$ cat src/rtl/irq_dispatch_pkg.sv
package irq_dispatch_pkg;
    parameter int IRQ_SRC_DEF   = 5;
    parameter int IRQ_ADDR_DEF  = 16;
    parameter int IRQ_BASE_DEF  = 16'h0040;
    parameter int IRQ_STEP_DEF  = 8;

    // global-enable next value from commands, before any take override
    function automatic logic ime_after_cmd(input logic cur, input logic di,
                                           input logic ei, input logic reti);
        if (di)
            return 1'b0;
        else if (ei || reti)
            return 1'b1;
        else
            return cur;
    endfunction
endpackage

$ cat src/rtl/irq_prio_pick.sv
module irq_prio_pick #(
    parameter int N     = 5,
    parameter int IDX_W = (N > 1) ? $clog2(N) : 1
) (
    input  logic [N-1:0]     pend_i,
    output logic             any_o,
    output logic [N-1:0]     onehot_o,
    output logic [IDX_W-1:0] idx_o
);
    logic [N:0] lower;

    assign lower[0] = 1'b0;

    for (genvar i = 0; i < N; i++) begin : g_bit
        assign lower[i+1]  = lower[i] | pend_i[i];
        assign onehot_o[i] = pend_i[i] & ~lower[i];
    end

    assign any_o = lower[N];

    always_comb begin
        idx_o = '0;
        for (int i = 0; i < N; i++) begin
            if (onehot_o[i])
                idx_o = idx_o | IDX_W'(i);
        end
    end
endmodule

$ cat src/rtl/irq_vec_gen.sv
module irq_vec_gen #(
    parameter int N      = 5,
    parameter int IDX_W  = (N > 1) ? $clog2(N) : 1,
    parameter int ADDR_W = 16,
    parameter int BASE   = 16'h0040,
    parameter int STEP   = 8
) (
    input  logic [IDX_W-1:0]  idx_i,
    output logic [ADDR_W-1:0] vec_o
);
    localparam logic [ADDR_W-1:0] BASE_A = ADDR_W'(BASE);
    localparam logic [ADDR_W-1:0] STEP_A = ADDR_W'(STEP);

    assign vec_o = BASE_A + (ADDR_W'(idx_i) * STEP_A);
endmodule

$ cat src/rtl/irq_dispatch.sv
module irq_dispatch
    import irq_dispatch_pkg::*;
#(
    parameter int N      = IRQ_SRC_DEF,
    parameter int ADDR_W = IRQ_ADDR_DEF,
    parameter int BASE   = IRQ_BASE_DEF,
    parameter int STEP   = IRQ_STEP_DEF
) (
    input  logic              clk,
    input  logic              rst_n,
    input  logic              boundary_i,
    input  logic [N-1:0]      irq_en_i,
    input  logic [N-1:0]      req_set_i,
    input  logic              cmd_di_i,
    input  logic              cmd_ei_i,
    input  logic              cmd_reti_i,
    input  logic              cmd_halt_i,
    output logic [N-1:0]      irq_req_o,
    output logic              ime_o,
    output logic              halted_o,
    output logic              take_o,
    output logic [ADDR_W-1:0] vector_o
);
    localparam int IDX_W = (N > 1) ? $clog2(N) : 1;

    typedef struct packed {
        logic [N-1:0]      req;
        logic              ime;
        logic              halted;
        logic              take;
        logic [ADDR_W-1:0] vec;
    } state_t;

    state_t state_d, state_q;

    logic [N-1:0]      pend;
    logic              pend_any;
    logic [N-1:0]      pick_oh;
    logic [IDX_W-1:0]  pick_idx;
    logic [ADDR_W-1:0] pick_vec;
    logic              take_now;

    assign pend = irq_en_i & state_q.req;

    irq_prio_pick #(.N(N), .IDX_W(IDX_W)) u_pick (
        .pend_i   (pend),
        .any_o    (pend_any),
        .onehot_o (pick_oh),
        .idx_o    (pick_idx)
    );

    irq_vec_gen #(.N(N), .IDX_W(IDX_W), .ADDR_W(ADDR_W),
                  .BASE(BASE), .STEP(STEP)) u_vec (
        .idx_i (pick_idx),
        .vec_o (pick_vec)
    );

    assign take_now = boundary_i & state_q.ime & pend_any;

    always_comb begin
        state_d      = state_q;
        state_d.take = take_now;
        state_d.req  = (state_q.req & ~(take_now ? pick_oh : '0)) | req_set_i;
        state_d.ime  = ime_after_cmd(state_q.ime, cmd_di_i, cmd_ei_i, cmd_reti_i);
        if (cmd_halt_i)
            state_d.halted = 1'b1;
        if (take_now) begin
            state_d.ime    = 1'b0;
            state_d.halted = 1'b0;
            state_d.vec    = pick_vec;
        end
    end

    always_ff @(posedge clk or negedge rst_n) begin
        if (!rst_n) begin
            state_q <= '0;
        end else begin
            state_q <= state_d;
        end
    end

    assign irq_req_o = state_q.req;
    assign ime_o     = state_q.ime;
    assign halted_o  = state_q.halted;
    assign take_o    = state_q.take;
    assign vector_o  = state_q.vec;
endmodule

$ cat config.mk
export PLATFORM = sky130hd
export DESIGN_NAME = irq_dispatch
export DESIGN_NICKNAME = d
export VERILOG_FILES = /design/src/rtl/irq_dispatch_pkg.sv /design/src/rtl/irq_prio_pick.sv /design/src/rtl/irq_vec_gen.sv /design/src/rtl/irq_dispatch.sv
export SDC_FILE = /design/constraint.sdc
export NUM_CORES = 1
export LEC_CHECK = 0
export ABC_AREA = 1
export CORE_MARGIN = 1
export CORE_UTILIZATION = 35
export DETAILED_ROUTE_END_ITERATION = 8
export PLACE_DENSITY = 0.62
export SYNTH_ARGS = -nofsm -noshare
export SYNTH_HDL_FRONTEND = slang
export SYNTH_HIERARCHICAL = 1
export SYNTH_SLANG_ARGS = --single-unit
export TNS_END_PERCENT = 10
$ cat constraint.sdc
create_clock -name clk -period 1.8 [get_ports clk]
set_clock_uncertainty 0.05 [all_clocks]
set_input_delay 0.27 -clock clk [delete_from_list [all_inputs] [get_ports clk]]
set_output_delay 0.27 -clock clk [all_outputs]
set_load 0.02 [all_outputs]
==> impl_metrics.toml <==
[outcome]
outcome = "finished, final reports clean"

[detailed_routing]
num_vias = 979
wl_um = 2420
post-route-drc-count = 0
drt_first_pass_iters = 4
drt_iter0_markers = 22
viasPerCell = 4.20
detail_route.wl_per_cell_um = 10.4
ant_nets = 0

[clocking]
cts_tree = "done"
clockBufferDepth = 2
cts_buffers = 3
cts_resized = 0
cts.sinks = 24
cts-hold-fix-buffers = 0
h-tree-depth = 1
root_buffer = "clkbuf_4"
clk_pin_slew_ns = 0.14
post_cts_buffers = 0
clk_latency_ns = 0.31

[synth]
synth_top_cell_area_share_pct = 49.8
yosys-top-cells-count = "66 x nand2_1, 24 x dfrtp_1, 19 x inv_1"
ys_types = 17
yosysSeqAreaShare_pct = 49.8
synthAdderAreaFrac_pct = 0
synth_top_cell_by_area = "dfrtp_1"
yosys.cell_count.top_type = "nand2_1"
synth_compound_area_share_pct = 0.830
synth_simple_gate_area_share_pct = 29.4
synth_area_sq_mm = 0.00121
synthXorXnorAreaFrac_pct = 0
ys_dominant_reg_cell = "dfrtp_1"
synth_area_leaders = "dfrtp_1 50%, nand2_1 21%, buf_4 11%, inv_1 5.9%, nand4_1 3.1%"
synth-edff-count = 0
postSynth.asyncResetShare_pct = 100
avgSynthCellArea_sq_um = 8.10
synth_top_family_by_area = "simple AND/OR/NAND/NOR gates"
postSynthCellCount = 149
yosys_warnings = 6
ys_seq_elements = 24
synth.area.mux_share_pct = 0

[worst_hold_path]
worst_hold_path_type = "in2async"

[critical_path]
arrival_ns = 1.33
required_ns = 1.48
criticalPathCategory = "reg2out"
crit_chain = "clkdlybuf4s50_1"
crit_buf_inv = 1
slowest_stage = "clkdlybuf4s50_1"
endpoint_kind = "primary output"
slowest_delay_ns = 0.62
start_kind = "flip-flop"
crit_path_max_fanout = 2
cp.depth = 1
r2r_cells = 8
critPathTopFamily = "buffers and inverters"

[sta]
rsz0062_at_grt = "no"
finalSetupTns_ns = 0
hold_ws_ns = 0.243
min_period_ns = 1.65
finalHoldViolations = 0
fmax_mhz = 604
final-setup-viol-count = 0
post-route-period-util_pct = 91.9
slew_viol_final = 0

[floorplan]
rows = 20
dieArea_sq_mm = 0.00369
start_util_pct = 38.3
ios = 41
dieHeight_um = 60.7
core_sq_mm = 0.00315
die-width_um = 60.7

[power_and_ir_drop]
p_leak_nw = 0.882
power_switching_w = 0.000433
cellPowerDensity_mw_per_mm2 = 896
p_int_w = 0.00105
p_sw_share_pct = 29.2
worst_ir_drop_vdd_mv = 0.353
p_seq_share_pct = 44.3
clockPowerShare_pct = 26.2
p_comb_share_pct = 29.5

[cells_and_area]
n_antenna_cell = 0
final_nets = 207
multiInputGateArea_sq_um = 413
regArea_sq_um = 601
area_growth_pct = 37.3
final_layout_size_suffix_gt1_share_pct = 8.47
num-fill-cells = 319
stdcell_area_sq_mm = 0.00166

[global_routing]
grt_max_degree = 25
busiest_layer = "met2"
antenna_found_initial = 0
grt_pass1_wl_um = 4050
use_met1_pct = 17.2
use_met2_pct = 27.2
overflow = 0
grt_pass1_vias = 969
track_usage_pct = 15.2
use_met3_pct = 3.84

[job]
max-cap-violations = 0

[place]
place_congestion = 0.828
numPortBuffers = 40
placed_area_sq_mm = 0.00160
dp_hpwl_um = 1800
final timing paths:
path | slack (ns) | start | endpoint
setup / recovery | 0.15 | halted_o | halted_o
hold / removal | 0.24 | rst_n | irq_req_o[0]
setup reg to reg | 0.39 | irq_req_o[1] | vector_o[5]
hold reg to reg | 0.45 | vector_o[14] | vector_o[14]
max in group asynchronous | 1.22 | rst_n | vector_o[4]
min in group clk | 0.41 | req_set_i[3] | irq_req_o[3]
cell type report:
type / instances / share of cell area (%)
Multi-Input combinational cell: 95 / 24.9
Clock inverter: 1 / 1.81
Clock buffer: 3 / 1.36
Timing Repair Buffer: 46 / 27.6
Sequential cell: 24 / 36.3
Tap cell: 44 / 3.32
Inverter: 20 / 4.68
per-layer routing:
metal / vias up / wire length [um]
met4: 0 / 30
met5: - / 0
li1: 497 / -
met3: 4 / 103
met1: 460 / 1110
met2: 18 / 1180
flip-flops by register name, summed over array words and instances, names as in the netlist:
| register | cells |
|---|---|
| halted_o | 1 |
| ime_o | 1 |
| vector_o | 16 |
| irq_req_o | 5 |
| take_o | 1 |
through the flow:
step / instances / setup WS [ns] / total power [W] / util [%]
after detailed placement: 229 / 0.0709 / 0.00111 / 50.9
after floorplan: 160 / 0.177 / 0.000898 / -
final: 233 / 0.146 / 0.00148 / 52.5
after global routing: 233 / 0.0888 / 0.00157 / 52.5
after CTS: 233 / 0.132 / 0.00150 / 52.5
after global placement: 229 / 0.0983 / 0.00111 / 50.9
cells in the final DEF (no fill, tap or decap), types with 2 or more instances in the layout:
master / count
buf_4: 5
clkbuf_4: 3
nand3_2: 2
nand4_1: 6
clkdlybuf4s50_1: 40
nand2_1: 66
conb_1: 13
inv_1: 19
dfrtp_1: 24
nor3_1: 2
kinds of logic (layout without fill, tap and decap cells):
group / Yosys count / count (layout)
AND/OR/NAND/NOR: 80 / 80
buffers and inverters: 41 / 70
other: 2 / 13
AO/OA/AOI/OAI: 2 / 2
flip-flops: 24 / 24
power groups by stage:
stage	combinational, W	clock (W)	sequential (W)
6_report	0.000438	0.000389	0.000658
5_1_grt	0.000476	0.000425	0.000667
4_1_cts	0.000443	0.000403	0.000658
3_5_place_dp	0.000441	0	0.000667
3_3_place_gp	0.000436	0	0.000670
2_1_floorplan	0.000141	0	0.000757
No activity file was read; power rests on OpenSTA's default activity.
